`src/rtl/chan_timer_pkg.sv`:
```
package chan_timer_pkg;
  // control field positions
  localparam int CTL_IE_BIT = 8;
  localparam int CTL_EN_BIT = 5;
  localparam int CTL_OS_BIT = 4;
  localparam int CTL_PS_W   = 4;
  // status field position
  localparam int STS_PEND_BIT = 0;
  // register offsets inside a channel window
  localparam int OFF_CTRL   = 0;
  localparam int OFF_STATUS = 4;
  localparam int OFF_RELOAD = 8;
  localparam int OFF_COUNT  = 12;
endpackage

```
`src/rtl/ct_prescaler.sv`:
```
module ct_prescaler #(
  parameter int MAX_CODE = 8,
  parameter int CODE_W   = 4
) (
  input  logic              clk,
  input  logic              rst,
  input  logic              clr,
  input  logic              run,
  input  logic [CODE_W-1:0] code,
  output logic              tick
);
  localparam int DIV_W = (MAX_CODE > 0) ? MAX_CODE : 1;

  logic [DIV_W-1:0]  div_q;
  logic [DIV_W-1:0]  mask;
  logic [CODE_W-1:0] eff;

  always_comb begin
    eff  = (code > CODE_W'(MAX_CODE)) ? CODE_W'(MAX_CODE) : code;
    mask = ~({DIV_W{1'b1}} << eff);
    tick = run && (div_q == mask);
  end

  always_ff @(posedge clk) begin
    if (rst || clr || !run || tick) div_q <= '0;
    else                            div_q <= div_q + 1'b1;
  end
endmodule

```
`src/rtl/ct_channel.sv`:
```
module ct_channel
  import chan_timer_pkg::*;
#(
  parameter int DATA_W   = 16,
  parameter int MAX_CODE = 8
) (
  input  logic              clk,
  input  logic              rst,
  input  logic              wr_ctrl,
  input  logic              wr_status,
  input  logic              wr_reload,
  input  logic [DATA_W-1:0] wdata,
  output logic [DATA_W-1:0] ctrl_rd,
  output logic [DATA_W-1:0] status_rd,
  output logic [DATA_W-1:0] reload_rd,
  output logic [DATA_W-1:0] count_rd,
  output logic              irq
);
  logic                ie_q, en_q, os_q, pend_q, irq_q;
  logic [CTL_PS_W-1:0] ps_q;
  logic [DATA_W-1:0]   reload_q, count_q;

  logic                ie_n, en_n, os_n, pend_n, expire;
  logic [CTL_PS_W-1:0] ps_n;
  logic [DATA_W-1:0]   reload_n, count_n;
  logic                tick;

  ct_prescaler #(.MAX_CODE(MAX_CODE), .CODE_W(CTL_PS_W)) u_div (
    .clk (clk),
    .rst (rst),
    .clr (wr_ctrl),
    .run (en_q),
    .code(ps_q),
    .tick(tick)
  );

  always_comb begin
    ie_n    = ie_q;
    en_n    = en_q;
    os_n    = os_q;
    ps_n    = ps_q;
    count_n = count_q;
    expire  = 1'b0;
    if (wr_ctrl) begin
      ie_n = wdata[CTL_IE_BIT];
      en_n = wdata[CTL_EN_BIT];
      os_n = wdata[CTL_OS_BIT];
      ps_n = wdata[CTL_PS_W-1:0];
      if (wdata[CTL_EN_BIT] && !en_q) count_n = reload_q;
    end else if (tick) begin
      if (count_q <= DATA_W'(1)) begin
        expire = 1'b1;
        if (os_q) begin
          en_n    = 1'b0;
          count_n = '0;
        end else begin
          count_n = reload_q;
        end
      end else begin
        count_n = count_q - 1'b1;
      end
    end
    if (expire)                             pend_n = 1'b1;
    else if (wr_status && wdata[STS_PEND_BIT]) pend_n = 1'b0;
    else                                    pend_n = pend_q;
    reload_n = wr_reload ? wdata : reload_q;
  end

  always_ff @(posedge clk) begin
    if (rst) begin
      ie_q     <= 1'b0;
      en_q     <= 1'b0;
      os_q     <= 1'b0;
      ps_q     <= '0;
      pend_q   <= 1'b0;
      reload_q <= '0;
      count_q  <= '0;
      irq_q    <= 1'b0;
    end else begin
      ie_q     <= ie_n;
      en_q     <= en_n;
      os_q     <= os_n;
      ps_q     <= ps_n;
      pend_q   <= pend_n;
      reload_q <= reload_n;
      count_q  <= count_n;
      irq_q    <= pend_n & ie_n;
    end
  end

  always_comb begin
    ctrl_rd                 = '0;
    ctrl_rd[CTL_IE_BIT]     = ie_q;
    ctrl_rd[CTL_EN_BIT]     = en_q;
    ctrl_rd[CTL_OS_BIT]     = os_q;
    ctrl_rd[CTL_PS_W-1:0]   = ps_q;
    status_rd               = '0;
    status_rd[STS_PEND_BIT] = pend_q;
  end

  assign reload_rd = reload_q;
  assign count_rd  = count_q;
  assign irq       = irq_q;
endmodule

```
`src/rtl/chan_timer.sv`:
```
module chan_timer
  import chan_timer_pkg::*;
#(
  parameter int NUM_CH    = 2,
  parameter int DATA_W    = 16,
  parameter int ADDR_W    = 10,
  parameter int MAX_CODE  = 8,
  parameter int CH_BASE   = 128,
  parameter int CH_STRIDE = 128
) (
  input  logic              clk,
  input  logic              rst,
  input  logic              wr_en,
  input  logic              rd_en,
  input  logic [ADDR_W-1:0] addr,
  input  logic [DATA_W-1:0] wdata,
  output logic [DATA_W-1:0] rdata,
  output logic [NUM_CH-1:0] irq
);
  logic [31:0]                   addr_w;
  logic [NUM_CH-1:0][DATA_W-1:0] ch_ctrl, ch_status, ch_reload, ch_count, rd_val;
  logic [NUM_CH-1:0]             ch_pend;
  logic [DATA_W-1:0]             rd_any;

  assign addr_w = 32'(addr);

  for (genvar c = 0; c < NUM_CH; c++) begin : g_ch
    localparam int BASE = CH_BASE + c * CH_STRIDE;
    logic [31:0] off;
    logic        hit;

    assign off = addr_w - 32'(BASE);
    assign hit = (addr_w >= 32'(BASE)) && (off < 32'(CH_STRIDE));

    ct_channel #(.DATA_W(DATA_W), .MAX_CODE(MAX_CODE)) u_ch (
      .clk      (clk),
      .rst      (rst),
      .wr_ctrl  (wr_en && hit && (off == 32'(OFF_CTRL))),
      .wr_status(wr_en && hit && (off == 32'(OFF_STATUS))),
      .wr_reload(wr_en && hit && (off == 32'(OFF_RELOAD))),
      .wdata    (wdata),
      .ctrl_rd  (ch_ctrl[c]),
      .status_rd(ch_status[c]),
      .reload_rd(ch_reload[c]),
      .count_rd (ch_count[c]),
      .irq      (irq[c])
    );

    assign ch_pend[c] = ch_status[c][STS_PEND_BIT];
    assign rd_val[c]  = !hit                        ? '0 :
                        (off == 32'(OFF_CTRL))      ? ch_ctrl[c] :
                        (off == 32'(OFF_STATUS))    ? ch_status[c] :
                        (off == 32'(OFF_RELOAD))    ? ch_reload[c] :
                        (off == 32'(OFF_COUNT))     ? ch_count[c] : '0;
  end

  always_comb begin
    rd_any = '0;
    for (int c = 0; c < NUM_CH; c++) rd_any |= rd_val[c];
  end

  always_ff @(posedge clk) begin
    if (rst)        rdata <= '0;
    else if (rd_en) rdata <= rd_any;
  end
endmodule

```
`config.mk`:
```
export PLATFORM = sky130hd
export DESIGN_NAME = chan_timer
export DESIGN_NICKNAME = d
export VERILOG_FILES = /design/src/rtl/chan_timer_pkg.sv /design/src/rtl/ct_prescaler.sv /design/src/rtl/ct_channel.sv /design/src/rtl/chan_timer.sv
export SDC_FILE = /design/constraint.sdc
export NUM_CORES = 1
export LEC_CHECK = 0
export BUFFER_PORTS_ARGS = -buffer_cell sky130_fd_sc_hd__buf_2
export CAP_MARGIN = 25
export CORE_MARGIN = 2
export CORE_UTILIZATION = 55
export CTS_BUF_LIST = sky130_fd_sc_hd__clkbuf_4 sky130_fd_sc_hd__clkbuf_8
export DETAILED_ROUTE_END_ITERATION = 8
export GPL_TIMING_DRIVEN = 0
export PLACE_DENSITY = 0.8
export SLEW_MARGIN = 25
export SYNTH_ARGS = -nofsm -noshare
export SYNTH_HDL_FRONTEND = slang
export SYNTH_SLANG_ARGS = --single-unit
```
`constraint.sdc`:
```
create_clock -name clk -period 2.7 [get_ports clk]
set_clock_uncertainty 0.2 [all_clocks]
set_input_delay 0.27 -clock clk [delete_from_list [all_inputs] [get_ports clk]]
set_output_delay 0.27 -clock clk [all_outputs]
set_load 0.05 [all_outputs]
```
==> reports/qor.json, run 1 <==
{
  "status": {
    "run_status": "completed"
  },
  "power_and_ir_drop": {
    "p_leak_nw": 2.855,
    "power.net_switching_uw": 938.9,
    "combPwrFrac_pct": 6.6,
    "p_int_mw": 2.669,
    "power_frac_seq_pct": 47.1,
    "switching_share_pct": 26.02,
    "pwr_dens_mw_per_mm2": 488.1,
    "clock_power_share_pct": 46.4,
    "vdd_ir_drop_max_uv": 438.2
  },
  "synthesis": {
    "synthArstFlopShare_pct": 0,
    "post_synthesis_sequential_element_count": 114,
    "synth.distinct_cells": 57,
    "synth_largest_area_cell": "dfxtp_1",
    "synth_nets": 836,
    "number_of_warnings_reported_in_the_yosys_synthesis_log": 0,
    "syn_avg_cell_area_um2": 7.812,
    "post_synth_inst_count": 797,
    "post-synth-top-area-fraction_pct": 36.66,
    "synth.yosys.seq_area_share_pct": 36.66,
    "synth-main-ff-cell": "dfxtp_1",
    "synth_area_mm2": 0.006226,
    "netlist_top_cells_area": "dfxtp_1 37%, nor2_1 7.5%, nand2_1 6.1%",
    "synth_enable_flop_cells": 0
  },
  "global_route": {
    "gr-usage-all-layers_pct": 33.91,
    "grt_pass1_vias": 5817,
    "antenna_violations_before_repair": 0,
    "grt_max_degree": 17,
    "grt.overflow.total": 0,
    "grt_pass1_wl_mm": 30.91
  },
  "worst_hold_path": {
    "timing.hold.worst.start": "addr[3]",
    "hold_class": "in2reg"
  },
  "sta": {
    "finalHoldWorstSlack_ns": 0.1562,
    "actual_transition_at_the_worst_max_transition_pin_ns": 0.7554,
    "grt_setup_unrepaired": "no",
    "slew_headroom_pct": 49.45,
    "final_period_minus_worst_setup_slack_ns": 2.610,
    "finalMaxSlewViolations": 0,
    "final_hold_viol_count": 0,
    "total_setup_violations_reported_at_the_end_of_the_flow": 0,
    "timing.final.crit_share_pct": 96.68,
    "max_freq_mhz": 383.1,
    "setup_ws_final_ns": 0.08960
  },
  "place": {
    "place_congestion": 0.9631,
    "place.port_buffers": 44,
    "place_hpwl_mm": 14.18,
    "placedInstanceArea_mm2": 0.006621,
    "placement.setup.worst_slack_ns": -0.5895
  },
  "clock_tree": {
    "clkSlewWorstSetupHoldPaths_ns": 0.07,
    "cts_num_sinks": 114,
    "clock_tree_from_tritoncts": "done",
    "cts_max_path_buffers": 2,
    "cts_made_buffers": 17,
    "ctsHtreeMaxLevel": 4,
    "clock_latency_ns": 0.47,
    "root_buffer": "clkbuf_8"
  },
  "die": {
    "die_height_um": 110.4,
    "starting_utilization_of_the_core_area_pct": 56.93,
    "floorplan.die.width_um": 110.4,
    "die_area_mm2": 0.01219,
    "top_level_ports": 48,
    "num_rows": 38,
    "core_area_mm2": 0.01094
  },
  "route": {
    "detail_route.drc_violations": 0,
    "route.final.wire_length_mm": 19.77,
    "ant_nets": 0,
    "average_detailed_routed_wire_length_per_instance_um": 19.05,
    "drt_pass1_iterations": 5,
    "route.vias.total": 6398,
    "initialDrtViolationCount": 649,
    "average_vias_per_placed_instance": 6.164
  },
  "cells_and_area": {
    "layout.cell_area.non_filler_mm2": 0.007392,
    "ratio_of_cells_with_drive_above_1_in_the_final_layout_pct": 15.81,
    "antennaDiodeCount": 0,
    "fin_util_pct": 67.60,
    "area_growth_syn_to_layout_pct": 18.73,
    "layout.cells.most_common": "nor2_1",
    "final_net_count": 924,
    "commonest_cells_after_routing_fill_and_taps_aside": "125 x nor2_1, 113 x dfxtp_1, 101 x nand2_1"
  },
  "critical_path": {
    "critical_path_class": "reg2reg",
    "regToRegStartpoint": "g_ch[1].u_ch.count_rd[7]",
    "worstPathRequired_ns": 2.89,
    "timing.critical_path.fanout_max": 10,
    "worst_setup_path_end_kind": "register",
    "crit_path_start_kind": "register",
    "crit_path_start": "g_ch[1].u_ch.count_rd[7]",
    "worst_ep_arrival_time_ns": 2.80
  },
  "run": {
    "drv_cap": 0
  }
}
[stage by stage]
step | TNS (ns) | power [mW] | cells
floorplan | 0 | 1.863 | 797
global placement | -16.07 | 1.945 | 981
detailed placement | -19.27 | 1.947 | 981
CTS | 0 | 3.598 | 1033
global route | 0 | 3.687 | 1038
finish | 0 | 3.608 | 1038
[final cells by class]
cell class,count,area [um2]
plain buffers,48,216.5
clock buffers,21,282.8
clock inverters,11,128.9
fillers,982,3543
inverters,13,48.80
multi-input cells,619,3776
flip-flops and latches,114,2286
well taps,140,175.2
repair buffers,72,478.0
[power by group through the flow]
stage | combinational, mW | sequential [mW] | clock, mW
6_report | 0.237 | 1.70 | 1.67
5_1_grt | 0.251 | 1.70 | 1.74
4_1_cts | 0.230 | 1.70 | 1.67
3_5_place_dp | 0.210 | 1.74 | 0
3_3_place_gp | 0.207 | 1.74 | 0
2_1_floorplan | 0.0862 | 1.78 | 0
[Yosys cell counts (4+ instances only)]
library cell	instances
a22o_1	17
a22oi_1	18
a211oi_2	5
or4_1	4
mux2i_1	31
o21a_1	4
mux2_2	4
o2bb2ai_1	5
dfxtp_1	114
ha_1	9
nor2b_1	14
nand3_1	20
nor3b_1	7
nor4_1	7
nor3_1	16
xor2_1	18
nor2_1	125
and2_1	6
nand2b_1	8
a311oi_1	13
clkbuf_1	42
or3_1	6
a211oi_1	15
buf_2	5
or2_2	11
nand4_1	9
xnor2_1	10
o21ai_0	34
inv_1	13
a21oi_1	55
o211ai_1	9
nand2_1	101
[routing by layer]
metal	global-route usage [%]	wire (um)	vias up
met5	0	0	-
met4	11.96	527	0
met3	7.231	1791	57
met2	53.55	9058	320
met1	45.86	8395	3013
li1	-	-	3008
[worst paths after layout]
check | to | slack, ns | cells past startpoint
max | g_ch[1].u_ch.count_rd[8] | 0.09 | 8
max reg2reg | g_ch[1].u_ch.count_rd[8] | 0.09 | 8
min | rdata[0] | 0.16 | 4
min reg2reg | g_ch[1].u_ch.reload_rd[1] | 0.28 | 2
[worst max-delay path: stages (launching register included)]
cell,delay [ns]
dfxtp_1,0.37
nor4_4,0.38
nand4_1,0.26
or2_2,0.41
o21ai_4,0.22
buf_4,0.22
a21oi_1,0.08
or2_2,0.28
a21oi_1,0.12
[logic make-up after synthesis]
| group | Yosys count | share of synthesized area [%] |
|---|---|---|
| compound gates | 199 | 21.74 |
| xor+xnor | 28 | 3.939 |
| buf+inv | 64 | 4.200 |
| mux | 35 | 5.707 |
| fa+ha+maj | 9 | 1.809 |
| flops | 114 | 36.66 |
| simple gates | 348 | 25.94 |
[registers in the layout (all words and copies together), names as in the netlist]
signal and count:
g_ch.u_ch.u_div.div_q 16, g_ch.u_ch.count_rd 32, g_ch.u_ch.irq 2, g_ch.u_ch.en_q 2, g_ch.u_ch.pend_q 2, g_ch.u_ch.reload_rd 32
rdata 16, g_ch.u_ch.ie_q 2, g_ch.u_ch.ps_q 8, g_ch.u_ch.os_q 2
[what timing repair did]
item,4_1_cts,5_1_grt
setup endpoints to repair,45,47
cloned,1,0
pin swaps,3,6
hold buffers,17,0
buffers inserted,3,7
hold endpoints to repair,47,0
gates resized for setup,26,17
(Power assumes the default switching activity.)
==> run 2, diff against run 1 <==
--- a/config.mk
+++ b/config.mk
@@ -7,6 +7,7 @@
 export LEC_CHECK = 0
 export BUFFER_PORTS_ARGS = -buffer_cell sky130_fd_sc_hd__buf_2
 export CAP_MARGIN = 25
+export CORE_ASPECT_RATIO = 0.7
 export CORE_MARGIN = 2
 export CORE_UTILIZATION = 55
 export CTS_BUF_LIST = sky130_fd_sc_hd__clkbuf_4 sky130_fd_sc_hd__clkbuf_8
==> run 2 against run 1 <==
  * Register-to-register slack worse by 0.07 ns
  * Sequential power is essentially flat
  * Power is 0.99% lower
  * Count of clock-buffer cells in the layout down 1
  * Critical endpoint is now g_ch[0].u_ch.count_rd[15]
  * Worst setup slack lost 0.072 ns
  * Fmax fell by 2.7%
  * Via count down 0.59%
  * Global-route usage fell by 1.9 points
  * Cell count is 0.96% higher
  * Critical path depth shrank 1
  * First-iteration DRC count grew 20%
==> reports/qor.json, run 2 (synthesized netlist as in run 1, its figures left out) <==
{
  "status": {
    "run_status": "completed"
  },
  "sta": {
    "final_hold_viol_count": {"value": 0, "change": "unchanged"},
    "total_setup_violations_reported_at_the_end_of_the_flow": {"value": 0, "change": "unchanged"},
    "finalHoldWorstSlack": {"value": 0.1445, "unit": "ns", "change": "-0.01171 ns"},
    "actual_transition_at_the_worst_max_transition_pin": {"value": 0.6546, "unit": "ns", "change": "-0.1008 ns"},
    "grt_setup_unrepaired": "yes",
    "max_freq": {"value": 372.7, "unit": "MHz", "change": "-2.7%"},
    "final_period_minus_worst_setup_slack": {"value": 2.683, "unit": "ns", "change": "+0.07237 ns"},
    "timing.final.crit_share": {"value": 99.36, "unit": "%", "change": "+2.7 points"},
    "slew_headroom": {"value": 56.12, "unit": "%", "change": "+6.7 points"},
    "finalMaxSlewViolations": {"value": 0, "change": "unchanged"}
  },
  "clock_tree": {
    "clock_tree_from_tritoncts": "done",
    "cts_made_buffers": {"value": 17, "change": "unchanged"},
    "clkSlewWorstSetupHoldPaths": {"value": 0.07, "unit": "ns", "change": "about the same"},
    "clock_latency": {"value": 0.46, "unit": "ns", "change": "about the same"},
    "cts_max_path_buffers": {"value": 2, "change": "unchanged"},
    "root_buffer": "clkbuf_8",
    "cts_num_sinks": {"value": 114, "change": "unchanged"},
    "ctsHtreeMaxLevel": {"value": 4, "change": "unchanged"}
  },
  "critical_path": {
    "worst_ep_arrival_time": {"value": 2.81, "unit": "ns", "change": "about the same"},
    "crit_path_start_kind": "register",
    "worstPathRequired": {"value": 2.82, "unit": "ns", "change": "-0.07 ns"},
    "timing.critical_path.fanout_max": {"value": 4, "change": "-6"},
    "worst_setup_path_end_kind": "register",
    "critical_path_class": "reg2reg"
  },
  "route": {
    "route.final.wire_length": {"value": 19.45, "unit": "mm", "change": "-1.6%"},
    "average_vias_per_placed_instance": {"value": 6.069, "change": "-1.5%"},
    "route.vias.total": {"value": 6360, "change": "-0.59%"},
    "initialDrtViolationCount": {"value": 782, "change": "+20%"},
    "average_detailed_routed_wire_length_per_instance": {"value": 18.56, "unit": "um", "change": "-2.6%"},
    "detail_route.drc_violations": {"value": 0, "change": "unchanged"},
    "drt_pass1_iterations": {"value": 5, "change": "unchanged"},
    "ant_nets": {"value": 0, "change": "unchanged"}
  },
  "power_and_ir_drop": {
    "pwr_dens": {"value": 483.1, "unit": "mW/mm2", "change": "-1.0%"},
    "vdd_ir_drop_max": {"value": 364.5, "unit": "uV", "change": "-17%"},
    "p_leak": {"value": 2.859, "unit": "nW", "change": "+0.17%"},
    "total_power": {"value": 3.573, "unit": "mW", "change": "-0.99%"}
  },
  "die": {
    "top_level_ports": {"value": 48, "change": "unchanged"},
    "core_area": {"value": 0.01101, "unit": "mm2", "change": "+0.69%"},
    "floorplan.die.width": {"value": 131.2, "unit": "um", "change": "+19%"},
    "die_area": {"value": 0.01220, "unit": "mm2", "change": "+0.11%"},
    "die_height": {"value": 93.02, "unit": "um", "change": "-16%"},
    "starting_utilization_of_the_core_area": {"value": 56.55, "unit": "%", "change": "-0.39 points"},
    "num_rows": {"value": 32, "change": "-16%"}
  },
  "cells_and_area": {
    "multiInputGateArea": {"value": 0.003802, "unit": "mm2", "change": "+0.70%"},
    "final_net_count": {"value": 921, "change": "-0.32%"},
    "antennaDiodeCount": {"value": 0, "change": "unchanged"},
    "area_growth_syn_to_layout": {"value": 18.77, "unit": "%", "change": "about the same"},
    "seqCellArea": {"value": 0.002286, "unit": "mm2", "change": "unchanged"},
    "commonest_cells_after_routing_fill_and_taps_aside": "124 x nor2_1, 113 x dfxtp_1, 101 x nand2_1",
    "layout.cells.most_common": "nor2_1",
    "ratio_of_cells_with_drive_above_1_in_the_final_layout": {"value": 15.87, "unit": "%", "change": "+0.053 points"},
    "nFillCells": {"value": 946, "change": "-3.7%"}
  },
  "place": {
    "place.port_buffers": {"value": 44, "change": "unchanged"},
    "place_congestion": {"value": 1.024, "change": "+6.3%"},
    "place_hpwl": {"value": 13.69, "unit": "mm", "change": "-3.4%"}
  },
  "global_route": {
    "grt_max_degree": {"value": 17, "change": "unchanged"},
    "grt_pass1_vias": {"value": 5767, "change": "-0.86%"},
    "grt_pass1_wl": {"value": 30.71, "unit": "mm", "change": "-0.65%"},
    "antenna_violations_before_repair": {"value": 0, "change": "unchanged"},
    "grt.overflow.total": {"value": 0, "change": "unchanged"},
    "gr-usage-all-layers": {"value": 32.03, "unit": "%", "change": "-1.9 points"}
  },
  "worst_hold_path": {
    "hold_class": "in2reg"
  },
  "run": {
    "drv_cap": {"value": 0, "change": "unchanged"}
  }
}
-- run 2: final timing paths --
| kind | depth (start not counted) | start | to | slack (ns) |
|---|---|---|---|---|
| hold / removal | 6 | addr[4] | g_ch[1].u_ch.pend_q | 0.14 |
| setup reg to reg | 7 | g_ch[0].u_ch.ps_q[1] | g_ch[0].u_ch.count_rd[15] | 0.02 |
| hold reg to reg | 2 | g_ch[1].u_ch.reload_rd[1] | g_ch[1].u_ch.reload_rd[1] | 0.29 |
| setup / recovery | 7 | g_ch[0].u_ch.ps_q[1] | g_ch[0].u_ch.count_rd[15] | 0.02 |
-- run 2: area by class of cell --
class | instances | area share, %
multi-input cells | 619 | 51.42
flip-flops and latches | 114 | 30.91
repair buffers | 69 | 6.159
clock buffers | 20 | 3.553
plain buffers | 48 | 2.893
well taps | 153 | 2.589
clock inverters | 12 | 1.810
inverters | 13 | 0.6599
-- run 2: report_power, final --
group / internal, mW / total, mW / switching (mW)
logic: 0.0730 / 0.236 / 0.163
clock network: 0.866 / 1.64 / 0.771
registers: 1.69 / 1.70 / 0.00746
total: 2.63 / 3.57 / 0.942
-- run 2: through the flow --
| step | util [%] | setup TNS (ns) | std cells | worst slack [ns] | area (um2) |
|---|---|---|---|---|---|
| final | 67.16 | 0 | 1048 | 0.01722 | 7395 |
| after global routing | 67.16 | -0.1084 | 1048 | -0.03485 | 7395 |
| after CTS | 66.53 | 0 | 1045 | 0.005731 | 7326 |
| after detailed placement | 60.28 | -20.56 | 994 | -0.6053 | 6638 |
| after global placement | 60.28 | -18.63 | 994 | -0.5642 | 6638 |
| after floorplan | - | 0 | 797 | 0.04297 | 6226 |
-- run 2: repair_timing --
| item | CTS | global route |
|---|---|---|
| gates resized for setup | 27 | 19 |
| gates cloned | 1 | 0 |
| pin swaps | 3 | 6 |
| hold buffers | 17 | 0 |
| endpoints found under the setup margin | 45 | 49 |
| buffers inserted | 3 | 4 |
| hold endpoints to repair | 46 | 0 |
-- run 2: worst max-delay path: stages (launching register included) --
cell	delay, ns
dfxtp_4	0.34
or4_4	0.51
mux2_4	0.27
or4_4	0.55
o21ai_4	0.24
buf_6	0.16
mux2i_1	0.22
nor2_1	0.06
-- run 2: per-layer routing --
metal / vias to the layer above / global-route usage (%) / share of wire, %
met5: - / 0 / 0
met4: 0 / 9.692 / 2.0
met3: 46 / 9.268 / 12
met2: 368 / 49.39 / 43
met1: 2947 / 43.74 / 43
li1: 2999 / - / -
==> run 3, diff against run 2 <==
--- a/config.mk
+++ b/config.mk
@@ -13,7 +13,7 @@
 export CTS_BUF_LIST = sky130_fd_sc_hd__clkbuf_4 sky130_fd_sc_hd__clkbuf_8
 export DETAILED_ROUTE_END_ITERATION = 8
 export GPL_TIMING_DRIVEN = 0
-export PLACE_DENSITY = 0.8
+export PLACE_DENSITY = 0.77
 export SLEW_MARGIN = 25
 export SYNTH_ARGS = -nofsm -noshare
 export SYNTH_HDL_FRONTEND = slang
==> constraint.sdc (replaced) <==
create_clock -name clk -period 3.25 [get_ports clk]
set_clock_uncertainty 0.2 [all_clocks]
set_input_delay 0.325 -clock clk [delete_from_list [all_inputs] [get_ports clk]]
set_output_delay 0.325 -clock clk [all_outputs]
set_load 0.05 [all_outputs]
==> run 3 against run 2 <==
  * Die area unchanged
  * Wire length down 1.0%
  * Global-route usage up 0.47 points
  * Fmax down 11%
  * Non-clock buffer count down 5
  * Sequential power down 17%
  * Register-to-register slack better by 0.21 ns
==> reports/qor.json, run 3 (synthesized netlist as in run 1, its figures left out) <==
{
  "route": {
    "route.final.wire_length": {"value": 19.25, "unit": "mm", "change": "-1.0%"},
    "average_vias_per_placed_instance": {"value": 6.067, "change": "about the same"},
    "ant_nets": {"value": 0, "change": "unchanged"},
    "drt_pass1_iterations": {"value": 5, "change": "unchanged"},
    "detail_route.drc_violations": {"value": 0, "change": "unchanged"},
    "initialDrtViolationCount": {"value": 860, "change": "+10%"},
    "route.vias.total": {"value": 6328, "change": "-0.50%"},
    "average_detailed_routed_wire_length_per_instance": {"value": 18.46, "unit": "um", "change": "-0.53%"}
  },
  "power_and_ir_drop": {
    "total_power": {"value": 3.108, "unit": "mW", "change": "-13%"},
    "vdd_ir_drop_max": {"value": 284.2, "unit": "uV", "change": "-22%"},
    "power_frac_seq": {"value": 45.4, "unit": "%", "change": "-2.2 points"},
    "p_leak": {"value": 2.781, "unit": "nW", "change": "-2.7%"},
    "clock_power_share": {"value": 48.3, "unit": "%", "change": "+2.5 points"},
    "p_int": {"value": 2.364, "unit": "mW", "change": "-10%"},
    "switching_share": {"value": 23.95, "unit": "%", "change": "-2.4 points"},
    "combPwrFrac": {"value": 6.2, "unit": "%", "change": "-0.4 points"},
    "power.net_switching": {"value": 744.2, "unit": "uW", "change": "-21%"},
    "pwr_dens": {"value": 427.7, "unit": "mW/mm2", "change": "-11%"}
  },
  "global_route": {
    "antenna_violations_before_repair": {"value": 0, "change": "unchanged"},
    "grt_max_degree": {"value": 17, "change": "unchanged"},
    "grt_pass1_wl": {"value": 31.22, "unit": "mm", "change": "+1.7%"},
    "grt_pass1_vias": {"value": 6027, "change": "+4.5%"},
    "gr-usage-all-layers": {"value": 32.49, "unit": "%", "change": "+0.47 points"},
    "grt.overflow.total": {"value": 0, "change": "unchanged"}
  },
  "critical_path": {
    "critical_path_buf_inv_count": {"value": 2, "change": "+1"},
    "worst_ep_arrival_time": {"value": 3.13, "unit": "ns", "change": "+0.32 ns"},
    "worst_path_dominant_cell_family": "simple AND/OR/NAND/NOR gates",
    "r2r-end": "g_ch[0].u_ch.count_rd[11]",
    "timing.critical_path.fanout_max": {"value": 9, "change": "+5"},
    "critical-path-top-cell-by-count": "or4_1",
    "critical_path.max_stage_delay": {"value": 0.55, "unit": "ns", "change": "about the same"},
    "crit_path_start_kind": "register",
    "worst_setup_path_end_kind": "register",
    "worstPathRequired": {"value": 3.35, "unit": "ns", "change": "+0.53 ns"},
    "timing.critical_path.slowest_stage_cell": "or4_1",
    "critical_path_class": "reg2reg",
    "reg2regPathDepth": {"value": 8, "change": "+1"},
    "regToRegStartpoint": "g_ch[0].u_ch.ps_q[1]",
    "crit_chain": "or4_1, mux2_2, or4_1, buf_2, nand2b_1, clkbuf_1, o21ai_0, a211oi_2",
    "reg2reg_slack": {"value": 0.23, "unit": "ns", "change": "+0.21 ns"}
  },
  "cells_and_area": {
    "area_growth_syn_to_layout_pct": 16.72,
    "commonest_cells_after_routing_fill_and_taps_aside": "125 x nor2_1, 114 x dfxtp_1, 101 x nand2_1",
    "nFillCells": {"value": 955, "change": "+0.95%"},
    "instances_no_fill": {"value": 1043, "change": "-0.48%"},
    "antennaDiodeCount": {"value": 0, "change": "unchanged"},
    "ratio_of_cells_with_drive_above_1_in_the_final_layout": {"value": 12.81, "unit": "%", "change": "-3.1 points"},
    "layout.cells.most_common": "nor2_1",
    "final_net_count": {"value": 916, "change": "-0.54%"},
    "fin_util": {"value": 66.00, "unit": "%", "change": "-1.2 points"}
  },
  "die": {
    "core_area": {"value": 0.01101, "unit": "mm2", "change": "unchanged"},
    "top_level_ports": {"value": 48, "change": "unchanged"},
    "floorplan.die.width": {"value": 131.2, "unit": "um", "change": "unchanged"},
    "num_rows": {"value": 32, "change": "unchanged"},
    "die_height": {"value": 93.02, "unit": "um", "change": "unchanged"},
    "starting_utilization_of_the_core_area": {"value": 56.55, "unit": "%", "change": "unchanged"},
    "die_area": {"value": 0.01220, "unit": "mm2", "change": "unchanged"}
  },
  "clock_tree": {
    "post-cts-setup-buffer-count": {"value": 0, "change": "-3"},
    "root_buffer": "clkbuf_8",
    "clkSlewWorstSetupHoldPaths": {"value": 0.07, "unit": "ns", "change": "about the same"},
    "ctsHtreeMaxLevel": {"value": 4, "change": "unchanged"},
    "clock_latency": {"value": 0.45, "unit": "ns", "change": "about the same"},
    "clock_tree_from_tritoncts": "done",
    "cts_made_buffers": {"value": 17, "change": "unchanged"},
    "cts_max_path_buffers": {"value": 2, "change": "unchanged"},
    "cts_num_sinks": {"value": 114, "change": "unchanged"}
  },
  "worst_hold_path": {
    "holdPathStages": {"value": 6, "change": "unchanged"},
    "worstHoldEndpoint": "g_ch[1].u_ch.pend_q",
    "timing.hold.worst.start": "addr[4]",
    "hold_class": "in2reg"
  },
  "place": {
    "place_congestion": {"value": 0.9667, "change": "-5.6%"},
    "place.port_buffers": {"value": 44, "change": "unchanged"},
    "placed_cells": {"value": 994, "change": "unchanged"},
    "place_hpwl": {"value": 13.92, "unit": "mm", "change": "+1.7%"},
    "placement.setup.worst_slack": {"value": -0.1383, "unit": "ns", "change": "+0.4670 ns"}
  },
  "sta": {
    "grt_setup_unrepaired": "no",
    "final_period_minus_worst_setup_slack": {"value": 3.025, "unit": "ns", "change": "+0.3418 ns"},
    "timing.final.crit_share": {"value": 93.06, "unit": "%", "change": "-6.3 points"},
    "finalMaxSlewViolations": {"value": 0, "change": "unchanged"},
    "final_hold_viol_count": {"value": 0, "change": "unchanged"},
    "slew_headroom": {"value": 33.22, "unit": "%", "change": "-23 points"},
    "finalHoldWorstSlack": {"value": 0.2277, "unit": "ns", "change": "+0.08316 ns"},
    "actual_transition_at_the_worst_max_transition_pin": {"value": 0.9941, "unit": "ns", "change": "+0.3394 ns"},
    "total_setup_violations_reported_at_the_end_of_the_flow": {"value": 0, "change": "unchanged"},
    "max_freq": {"value": 330.6, "unit": "MHz", "change": "-11%"},
    "setup_ws_final": {"value": 0.2254, "unit": "ns", "change": "+0.2082 ns"}
  },
  "status": {
    "run_status": "completed"
  },
  "run": {
    "drv_cap": {"value": 0, "change": "unchanged"}
  }
}
run 3: how the worst max path moves through the flow:
| stage | slack, ns | start | to | cells after the start |
|---|---|---|---|---|
| after global routing | 0.07 | addr[7] | g_ch[0].u_ch.reload_rd[7] | 11 |
| after global placement | -0.04 | addr[7] | g_ch[0].u_ch.reload_rd[7] | 11 |
| final | 0.23 | g_ch[0].u_ch.ps_q[1] | g_ch[0].u_ch.count_rd[11] | 8 |
| after floorplan | 0.58 | addr[7] | g_ch[0].u_ch.reload_rd[10] | 10 |
| after CTS | 0.04 | g_ch[0].u_ch.count_rd[6] | g_ch[0].u_ch.irq | 6 |
| after detailed placement | -0.14 | addr[7] | g_ch[0].u_ch.reload_rd[5] | 11 |
run 3: worst min-delay path, stage by stage:
cell,delay [ns]
buf_2,0.09
nor3_2,0.06
nand2_1,0.09
o21a_1,0.13
a21oi_1,0.06
nor2_1,0.08
run 3: power groups by stage:
stage	combinational [mW]	clock, mW	sequential (mW)
2_1_floorplan	0.0716	0	1.48
3_3_place_gp	0.169	0	1.44
3_5_place_dp	0.172	0	1.44
4_1_cts	0.189	1.50	1.41
5_1_grt	0.205	1.57	1.41
6_report	0.194	1.50	1.41
run 3: what timing repair did:
item                                    4_1_cts  5_1_grt
endpoints found under the hold margin        34        0
gates resized for setup                       0        3
endpoints found under the setup margin        0       22
hold buffers                                 17        0
run 3: metal layers:
metal | routed length (um) | part of all wire (%) | vias up | track usage [%]
met3 | 1743 | 9.1 | 48 | 8.076
met1 | 8715 | 45 | 2987 | 44.30
li1 | - | - | 3002 | -
met2 | 8326 | 43 | 291 | 50.22
met4 | 469 | 2.4 | 0 | 11.96
met5 | 0 | 0 | - | 0
run 3: area by class of cell:
class                           instances  area (um2)  area share, %
Tap cell                              153       191.4          2.634
Clock inverter                         10       156.4          2.152
Buffer                                 51       212.7          2.927
Clock buffer                           22       284.0          3.908
Timing Repair Buffer                   61       390.4          5.372
Multi-Input combinational cell        619        3701          50.93
Inverter                               13       48.80         0.6715
Sequential cell                       114        2282          31.40
run 3: metrics by stage:
step	cell area, um2	setup TNS [ns]
floorplan	6226	0
global placement	6638	-0.3899
detailed placement	6638	-1.238
CTS	7248	0
global route	7267	0
finish	7267	0
